### config.mk
export PLATFORM = sky130hd
export DESIGN_NAME = xfer_splitter
export DESIGN_NICKNAME = d
export VERILOG_FILES = /design/src/rtl/xs_pkg.sv /design/src/rtl/xs_planner.sv /design/src/rtl/xs_lanes.sv /design/src/rtl/xs_seq.sv /design/src/rtl/xfer_splitter.sv
export SDC_FILE = /design/constraint.sdc
export NUM_CORES = 1
export LEC_CHECK = 0
export BUFFER_PORTS_ARGS = -buffer_cell sky130_fd_sc_hd__clkbuf_2
export CAP_MARGIN = 20
export CORE_AREA = 2 2 149 151
export CTS_CLUSTER_DIAMETER = 200
export DETAILED_ROUTE_END_ITERATION = 7
export DIE_AREA = 0 0 151 153
export PLACE_DENSITY = 0.66
export SETUP_SLACK_MARGIN = 0.05
export SLEW_MARGIN = 20
export SYNTH_ARGS = -nofsm -noshare
export SYNTH_HDL_FRONTEND = slang
export SYNTH_SLANG_ARGS = --single-unit
export TNS_END_PERCENT = 50
### constraint.sdc
create_clock -name clk_i -period 6.1 [get_ports clk_i]
set_input_delay 0 -clock clk_i [delete_from_list [all_inputs] [get_ports clk_i]]
set_output_delay 0 -clock clk_i [all_outputs]
set_load 0.03 [all_outputs]
### src/rtl/xs_pkg.sv
package xs_pkg;
  localparam int NLANE = 4;
  localparam int DW    = 8 * NLANE;

  typedef enum logic [1:0] {SZ_B = 2'd0, SZ_W = 2'd1, SZ_L = 2'd2} xs_size_e;

  function automatic logic [2:0] nbytes(xs_size_e sz);
    case (sz)
      SZ_W:    return 3'd2;
      SZ_L:    return 3'd4;
      default: return 3'd1;
    endcase
  endfunction

  // size of piece idx for a transfer of size sz starting at low bits a
  function automatic xs_size_e piece_size(xs_size_e sz, logic [1:0] a, logic [1:0] idx);
    case (sz)
      SZ_W:    return a[0] ? SZ_B : SZ_W;
      SZ_L:    return a[0] ? ((idx == 2'd1) ? SZ_W : SZ_B) : (a[1] ? SZ_W : SZ_L);
      default: return SZ_B;
    endcase
  endfunction

  function automatic logic [1:0] piece_count(xs_size_e sz, logic [1:0] a);
    case (sz)
      SZ_W:    return a[0] ? 2'd2 : 2'd1;
      SZ_L:    return a[0] ? 2'd3 : (a[1] ? 2'd2 : 2'd1);
      default: return 2'd1;
    endcase
  endfunction
endpackage

### src/rtl/xs_planner.sv
module xs_planner
  import xs_pkg::*;
(
  input  xs_size_e   size_i,
  input  logic [1:0] start_lo_i,
  input  logic [1:0] idx_i,
  output xs_size_e   piece_sz_o,
  output logic       last_o
);
  logic [1:0] cnt;
  always_comb begin
    cnt        = piece_count(size_i, start_lo_i);
    piece_sz_o = piece_size(size_i, start_lo_i, idx_i);
    last_o     = (idx_i == cnt - 2'd1);
  end
endmodule

### src/rtl/xs_lanes.sv
module xs_lanes
  import xs_pkg::*;
(
  input  logic [1:0]    addr_lo_i,
  input  xs_size_e      piece_sz_i,
  input  logic [DW-1:0] wpiece_i,
  input  logic [DW-1:0] bus_rdata_i,
  output logic [DW-1:0] bus_wdata_o,
  output logic [DW-1:0] rpiece_o
);
  logic [2:0]    n;
  logic [2:0]    sh;
  logic [1:0]    lo_lane;
  logic [DW-1:0] lane_mask;
  logic [DW-1:0] shifted;

  always_comb begin
    n       = nbytes(piece_sz_i);
    sh      = 3'd4 - {1'b0, addr_lo_i} - n;  // lowest lane used, big-endian
    lo_lane = sh[1:0];
  end

  for (genvar l = 0; l < NLANE; l++) begin : g_lane
    logic act;
    assign act = (3'(l) >= {1'b0, lo_lane}) && (3'(l) < {1'b0, lo_lane} + n);
    assign lane_mask[8*l +: 8] = {8{act}};
  end

  always_comb begin
    shifted     = wpiece_i << {lo_lane, 3'b000};
    bus_wdata_o = shifted & lane_mask;
    rpiece_o    = (bus_rdata_i & lane_mask) >> {lo_lane, 3'b000};
  end
endmodule

### src/rtl/xs_seq.sv
module xs_seq
  import xs_pkg::*;
#(
  parameter int AW = 32
) (
  input  logic          clk_i,
  input  logic          rst_ni,
  input  logic          req_i,
  input  logic          req_write_i,
  input  logic [AW-1:0] req_addr_i,
  input  xs_size_e      req_size_i,
  input  logic [DW-1:0] req_wdata_i,
  input  logic          bus_ack_i,
  input  xs_size_e      piece_sz_i,
  input  logic          last_i,
  input  logic [DW-1:0] rpiece_i,
  output logic          busy_o,
  output xs_size_e      size_o,
  output logic [1:0]    start_lo_o,
  output logic [1:0]    idx_o,
  output logic          we_o,
  output logic [AW-1:0] bus_addr_o,
  output logic [DW-1:0] wpiece_o,
  output logic          done_o,
  output logic [DW-1:0] rdata_o
);
  logic          busy_q, we_q, done_q;
  xs_size_e      size_q;
  logic [AW-1:0] start_q;
  logic [DW-1:0] wdata_q, acc_q, rdata_q, acc_nxt;
  logic [2:0]    off_q, rem;
  logic [1:0]    idx_q;

  always_comb begin
    rem      = nbytes(size_q) - off_q - nbytes(piece_sz_i);
    wpiece_o = wdata_q >> {rem, 3'b000};
    acc_nxt  = (acc_q << {nbytes(piece_sz_i), 3'b000}) | rpiece_i;
  end

  always_ff @(posedge clk_i or negedge rst_ni) begin
    if (!rst_ni) begin
      busy_q  <= 1'b0;
      we_q    <= 1'b0;
      done_q  <= 1'b0;
      size_q  <= SZ_B;
      start_q <= '0;
      wdata_q <= '0;
      acc_q   <= '0;
      rdata_q <= '0;
      off_q   <= '0;
      idx_q   <= '0;
    end else begin
      done_q <= 1'b0;
      if (!busy_q) begin
        if (req_i) begin
          busy_q  <= 1'b1;
          we_q    <= req_write_i;
          size_q  <= req_size_i;
          start_q <= req_addr_i;
          wdata_q <= req_wdata_i;
          acc_q   <= '0;
          off_q   <= '0;
          idx_q   <= '0;
        end
      end else if (bus_ack_i) begin
        acc_q <= acc_nxt;
        off_q <= off_q + nbytes(piece_sz_i);
        idx_q <= idx_q + 2'd1;
        if (last_i) begin
          busy_q <= 1'b0;
          done_q <= 1'b1;
          if (!we_q) rdata_q <= acc_nxt;
        end
      end
    end
  end

  assign busy_o     = busy_q;
  assign size_o     = size_q;
  assign start_lo_o = start_q[1:0];
  assign idx_o      = idx_q;
  assign we_o       = we_q;
  assign bus_addr_o = start_q + AW'(off_q);
  assign done_o     = done_q;
  assign rdata_o    = rdata_q;
endmodule

### src/rtl/xfer_splitter.sv
module xfer_splitter
  import xs_pkg::*;
#(
  parameter int AW = 32
) (
  input  logic          clk_i,
  input  logic          rst_ni,
  input  logic          req_i,
  input  logic          req_write_i,
  input  logic [AW-1:0] req_addr_i,
  input  logic [1:0]    req_size_i,
  input  logic [31:0]   req_wdata_i,
  output logic          busy_o,
  output logic          bus_req_o,
  output logic          bus_we_o,
  output logic [AW-1:0] bus_addr_o,
  output logic [1:0]    bus_size_o,
  output logic [31:0]   bus_wdata_o,
  input  logic          bus_ack_i,
  input  logic [31:0]   bus_rdata_i,
  output logic          done_o,
  output logic [31:0]   rdata_o
);
  xs_size_e      size_q, piece_sz;
  logic [1:0]    start_lo, idx;
  logic          last;
  logic [DW-1:0] wpiece, rpiece;

  xs_planner u_plan (
    .size_i    (size_q),
    .start_lo_i(start_lo),
    .idx_i     (idx),
    .piece_sz_o(piece_sz),
    .last_o    (last)
  );

  xs_seq #(.AW(AW)) u_seq (
    .clk_i      (clk_i),
    .rst_ni     (rst_ni),
    .req_i      (req_i),
    .req_write_i(req_write_i),
    .req_addr_i (req_addr_i),
    .req_size_i (xs_size_e'(req_size_i)),
    .req_wdata_i(req_wdata_i),
    .bus_ack_i  (bus_ack_i),
    .piece_sz_i (piece_sz),
    .last_i     (last),
    .rpiece_i   (rpiece),
    .busy_o     (busy_o),
    .size_o     (size_q),
    .start_lo_o (start_lo),
    .idx_o      (idx),
    .we_o       (bus_we_o),
    .bus_addr_o (bus_addr_o),
    .wpiece_o   (wpiece),
    .done_o     (done_o),
    .rdata_o    (rdata_o)
  );

  xs_lanes u_lanes (
    .addr_lo_i  (bus_addr_o[1:0]),
    .piece_sz_i (piece_sz),
    .wpiece_i   (wpiece),
    .bus_rdata_i(bus_rdata_i),
    .bus_wdata_o(bus_wdata_o),
    .rpiece_o   (rpiece)
  );

  assign bus_req_o  = busy_o;
  assign bus_size_o = piece_sz;
endmodule

==> results of run 1 <==
stage by stage:
step,cell area (um2),std cells,utilization (%)
2_1_floorplan,8430,980,-
3_3_place_gp,9650,1417,44.9
3_5_place_dp,9650,1417,44.9
4_1_cts,11000,1525,51.3
5_1_grt,11000,1525,51.3
6_report,11000,1525,51.3
logic make-up after synthesis:
group / count (synthesis) / share of synthesized area, %
AOI/OAI and AO/OA: 207 / 16.4
xor gates and xnor gates: 38 / 4.29
adders and majority gates: 20 / 3.32
buffers and inverters: 85 / 4.50
DFF: 138 / 41.0
muxes: 75 / 9.72
and+or+nand+nor: 417 / 20.8
area by class of cell:
type / instances / area, um2 / area share [%]
well taps: 280 / 350 / 3.18
repair buffers: 295 / 1900 / 17.2
inverters: 23 / 86.3 / 0.783
clock inverters: 15 / 190 / 1.73
flip-flops and latches: 138 / 3450 / 31.3
clock buffers: 17 / 425 / 3.86
multi-input cells: 757 / 4620 / 41.9
tightest hold or removal path, delay by kind of cell:
kind	cells	cell delay, ns
AO/OA/AOI/OAI	2	0.24
buffers and inverters	1	0.13
cells in the final DEF (no fill, tap or decap), types with 22 or more instances in the layout:
| cell type | netlist | routed |
|---|---|---|
| clkbuf_2 | 0 | 203 |
| mux2_2 | 42 | 42 |
| nor2_1 | 62 | 62 |
| dfrtp_1 | 138 | 138 |
| dlygate4sd3_1 | 0 | 76 |
| nand2_1 | 289 | 289 |
| mux2i_1 | 29 | 29 |
| o21ai_0 | 28 | 28 |
| inv_1 | 22 | 22 |
| a21oi_1 | 70 | 70 |
| xnor2_1 | 29 | 28 |
per-layer routing:
layer	track usage, %	wire (um)	up-vias
met5	0	0	-
met4	7.79	746	0
met3	5.52	2020	48
met2	35.6	12000	327
met1	32.0	11600	3865
li1	-	-	3873
worst paths after layout:
| kind | start | slack (ns) | depth (start not counted) | endpoint |
|---|---|---|---|---|
| hold / removal | bus_rdata_i[26] | 0.01 | 3 | u_seq.rdata_o[26] |
| max in group asynchronous | rst_ni | 4.62 | 3 | u_seq.acc_q[20] |
| min in group asynchronous | rst_ni | 0.18 | 2 | u_seq.start_q[8] |
| setup / recovery | u_seq.size_o[0] | 0.98 | 19 | bus_wdata_o[28] |
| setup reg to reg | u_seq.size_o[0] | 1.17 | 18 | u_seq.rdata_o[6] |
| hold reg to reg | u_seq.wdata_q[15] | 0.48 | 2 | u_seq.wdata_q[15] |
flip-flops by register name, indices dropped and copies added (netlist names):
signal	cells
u_seq.acc_q	32
u_seq.rdata_o	32
u_seq.start_q	32
u_seq.wdata_q	32
u_seq.off_q	3
u_seq.idx_o	2
u_seq.size_o	2
u_seq.busy_o	1
u_seq.done_o	1
u_seq.we_o	1
cell usage after synthesis (all sizes together) (11+ instances only):
cell,instances
a31oi,11
buf,24
and3,19
clkbuf,38
mux2,45
a22oi,13
xnor2,29
o211ai,16
nor2,62
dfrtp,138
mux2i,30
nand3,14
inv,23
o21ai,28
a211oi,13
nand2,292
ha,16
a22o,18
a21oi,71
==> flow_summary_export.csv, run 1 <==
group,metric,value,unit
status,status,"complete, no violations",
timing,fin_hold_ws,0.0101,ns
worst_hold_path,hp-class,"input port to flip-flop",
timing,period_minus_slack,5.12,ns
placed_design,port_buffers,204,
synth,synth-edff-count,0,
worst_setup_path,cp_slowest_cell,"xnor3_2",
worst_setup_path,worstPathRequired,6.10,ns
routing,drc,0,
cts,hold_buffers,76,
timing,worstMarginPinSlew,0.795,ns
worst_setup_path,worst-path-max-fanout,19,
worst_setup_path,crit_type,"flip-flop to output pin",
synth,synth-async-reset-ratio,100,%
cts,path_clk_slew,0.06,ns
timing,relSlewSlack,46.9,%
cells_and_area,diodes,0,
placed_design,dpl_worst_slack,1.21,ns
worst_setup_path,max_stage_delay,0.63,ns
placed_design,hpwl,18300,um
grt,overflow,0,
routing,wirelength,26400,um
floorplan,rows,54,
synth,synth_ff_type,"dfrtp_1",
synth,synth_nets,1103,
synth,synth_cells,980,
grt,grt_pass1_vias,7862,
cts,post_cts_buffers,0,
synth,ys_seq_area_share,41.0,%
cells_and_area,area_growth,30.7,%
cts,cts-root-buf,"clkbuf_16",
worst_setup_path,crit_chain,"inv_1 > ha_1 > a21oi_1 > o21ai_0 > nand2b_1 > ha_1 > buf_4 > inv_1 > ha_1 > xnor3_2 > inv_2 > ha_1 > a21oi_1 > xnor2_2 > buf_4 > nor3_2 > a21oi_1 > a211oi_1 > clkbuf_2",
synth,synth-seq-cells,138,
timing,rsz0062_at_grt,"no",
cells_and_area,fillers,2033,
floorplan,fp.dieW,151,um
placed_design,gp_congestion,0.924,
timing,setup_tns,0,ns
routing,ant_nets,0,
routing,drtIter0Drc,725,
grt,antenna_found_initial,0,
worst_setup_path,crit_family,"buffers and inverters",
synth,ys_warn_count,0,
floorplan,dieHeight,153,um
floorplan,die_area,23100,um2
routing,wire_per_inst,17.3,um
routing,num_vias,8113,
cts,clock_latency,0.42,ns
worst_setup_path,cp-start-kind,"flip-flop",
timing,fin_ws,0.979,ns
flow_run,maxCapViolCount,0,
grt,grt_pass1_wl,42200,um
cts,postCtsResizedCells,0,
synth,yosys.area.top_type,"dfrtp_1",
timing,fmax,195,MHz
floorplan,io_pins,205,
cts,cts_tree,"done",
synth,synth.distinct_cells,56,
floorplan,initial_utilization,39.2,%
worst_setup_path,arrival,5.12,ns
cts,cts_made_buffers,17,
cts,h-tree-depth,4,
floorplan,core_area,21500,um2
synth,synthDominantCellAreaShare,41.0,%
cts,clk_path_buf_depth,2,
timing,finalHoldViolations,0,
grt,grt_usage,23.1,%
timing,slew_violations,0,
timing,clock_skew,0.00757,ns
synth,postSynthAreaPerCell,8.60,um2
timing,fin_crit_sh,83.9,%
synth,synthesis.area,8430,um2
cells_and_area,nets,1355,
worst_setup_path,crit_top_cell,"ha_1",
synth,ys_top_cells_by_area,"dfrtp_1 (41%), nand2_1 (13%), mux2_2 (5.6%)",
timing,setup_violations,0,
routing,dr.pass1.iters,5,
grt,grt_max_degree,79,
worst_setup_path,crit_buf_inv,6,
worst_setup_path,crit_path_end_kind,"output pin",
cts,cts_num_sinks,138,
cells_and_area,drive_gt1_share,25.1,%
routing,viasPerCell,5.32,
Power of run 1 is not shown: default switching activity piles up to over one toggle a cycle in this logic, so the estimate is an artifact.
==> run 2, diff against run 1 <==
==> constraint.sdc (replaced) <==
create_clock -name clk_i -period 4.9 [get_ports clk_i]
set_input_delay 0 -clock clk_i [delete_from_list [all_inputs] [get_ports clk_i]]
set_output_delay 0 -clock clk_i [all_outputs]
set_load 0.03 [all_outputs]
==> run 2 against run 1 <==
  * Hold slack improved by 0.016 ns
  * Cell count grew 0.79%
  * Sequential share of layout area decreased by 0.47 points
  * Setup slack worse by 0.62 ns
  * Cell area up 1.5%
  * Die area is the same
  * First-iteration DRC count is 17% lower
  * Sequential cell count is the same
  * Global-route usage grew 0.84 points
==> flow_summary_export.csv, run 2 (synthesis gave the netlist of run 1 again) <==
group,metric,value,unit
timing,worstMarginPinSlew,0.907,ns
placed_design,gp_congestion,0.904,
floorplan,io_pins,205,
floorplan,initial_utilization,39.2,%
worst_setup_path,worstPathRequired,4.90,ns
cells_and_area,nets,1367,
timing,finalHoldViolations,0,
grt,antenna_found_initial,0,
placed_design,hpwl,18800,um
worst_setup_path,crit_path_end_kind,"output pin",
grt,grt_pass1_vias,8052,
timing,fmax,220,MHz
grt,grt_usage,24.0,%
cts,h-tree-depth,4,
status,status,"complete, no violations",
placed_design,placedCellCount,1421,
timing,setup_tns,0,ns
cts,cts_tree,"done",
floorplan,fp.dieW,151,um
cells_and_area,diodes,0,
routing,ant_nets,0,
cells_and_area,post_layout_nonfiller_instances,1537,
floorplan,dieHeight,153,um
cts,clock_latency,0.43,ns
routing,drtIter0Drc,602,
grt,grt_max_degree,98,
routing,viasPerCell,5.28,
timing,fin_crit_sh,92.7,%
worst_setup_path,worst-path-max-fanout,20,
floorplan,core_area,21500,um2
cells_and_area,final_core_util,52.1,%
cts,cts_num_sinks,138,
timing,period_minus_slack,4.54,ns
cells_and_area,final_cell_mix,"nand2_1 (289), clkbuf_2 (203), dfrtp_1 (138)",
routing,dr.max_layer_used,"met4",
worst_setup_path,arrival,4.54,ns
routing,num_vias,8121,
timing,slew_violations,0,
timing,fin_ws,0.360,ns
routing,wirelength,27100,um
timing,clock_skew,0.00893,ns
placed_design,dpl_worst_slack,0.598,ns
timing,setup_violations,0,
routing,dr.pass1.iters,5,
routing,wire_per_inst,17.6,um
worst_setup_path,crit_type,"flip-flop to output pin",
cells_and_area,final_common_cell,"nand2_1",
timing,rsz0062_at_grt,"no",
cells_and_area,drive_gt1_share,25.5,%
grt,overflow,0,
floorplan,die_area,23100,um2
placed_design,port_buffers,204,
worst_setup_path,cp-start-kind,"flip-flop",
routing,drt-met1-wl,11600,um
routing,wl_met3,2060,um
cts,cts_made_buffers,17,
worst_hold_path,hp-class,"input port to flip-flop",
floorplan,rows,54,
grt,grt_pass1_wl,43500,um
cts,path_clk_slew,0.06,ns
timing,relSlewSlack,39.6,%
cells_and_area,area_growth,32.7,%
cts,cts-root-buf,"clkbuf_16",
routing,drc,0,
cts,clk_path_buf_depth,2,
routing,dr_wl_met2,12700,um
flow_run,maxCapViolCount,0,
## run 2: area by class of cell
cell class	instances	area [um2]
fill	2053	10300
multi-input combinational	757	4650
sequential	138	3450
timing repair buffer	307	2010
clock buffer	19	443
tap	280	350
clock inverter	13	191
inverter	23	86.3
## run 2: stage by stage
stage | instance area, um2 | hold WS [ns]
floorplan | 8430 | -0.296
CTS | 11100 | 0.0153
detailed placement | 9680 | 0.156
global placement | 9680 | 0.148
global route | 11200 | 0.0481
finish | 11200 | 0.0260
## run 2: layer usage
metal,vias to the layer above,track usage [%]
li1,3889,-
met3,57,5.76
met4,0,8.50
met2,308,37.7
met5,-,0
met1,3867,32.2
## run 2: final timing paths
| check | from | to | slack [ns] | cells after the start |
|---|---|---|---|---|
| setup / recovery | u_seq.size_o[1] | bus_wdata_o[25] | 0.36 | 17 |
| hold / removal | bus_rdata_i[24] | u_seq.rdata_o[24] | 0.03 | 3 |
| setup reg to reg | u_seq.size_o[0] | u_seq.rdata_o[4] | 0.52 | 19 |
| hold reg to reg | u_seq.wdata_q[12] | u_seq.wdata_q[12] | 0.48 | 2 |
| max in group asynchronous | rst_ni | u_seq.wdata_q[12] | 3.56 | 3 |
| min in group asynchronous | rst_ni | u_seq.start_q[12] | 0.22 | 2 |
## run 2: what timing repair did
item	4_1_cts	5_1_grt
hold endpoints to repair	180	0
buffers inserted	0	1
hold buffers	83	0
gates resized for setup	0	7
endpoints found under the setup margin	0	26
## run 2: critical path, stage by stage (launching register included)
cell      delay [ns]
dfrtp_1         0.37
inv_1           0.07
ha_1            0.24
a21oi_1         0.13
o21ai_0         0.09
nand2b_1        0.10
inv_1           0.06
ha_1            0.20
buf_4           0.19
ha_1            0.31
fa_1            0.70
buf_4           0.34
mux2_2          0.38
a21oi_1         0.33
nand2_1         0.09
o211ai_1        0.16
a211oi_1        0.15
clkbuf_2        0.22
Power of run 2 is left out for the same reason.
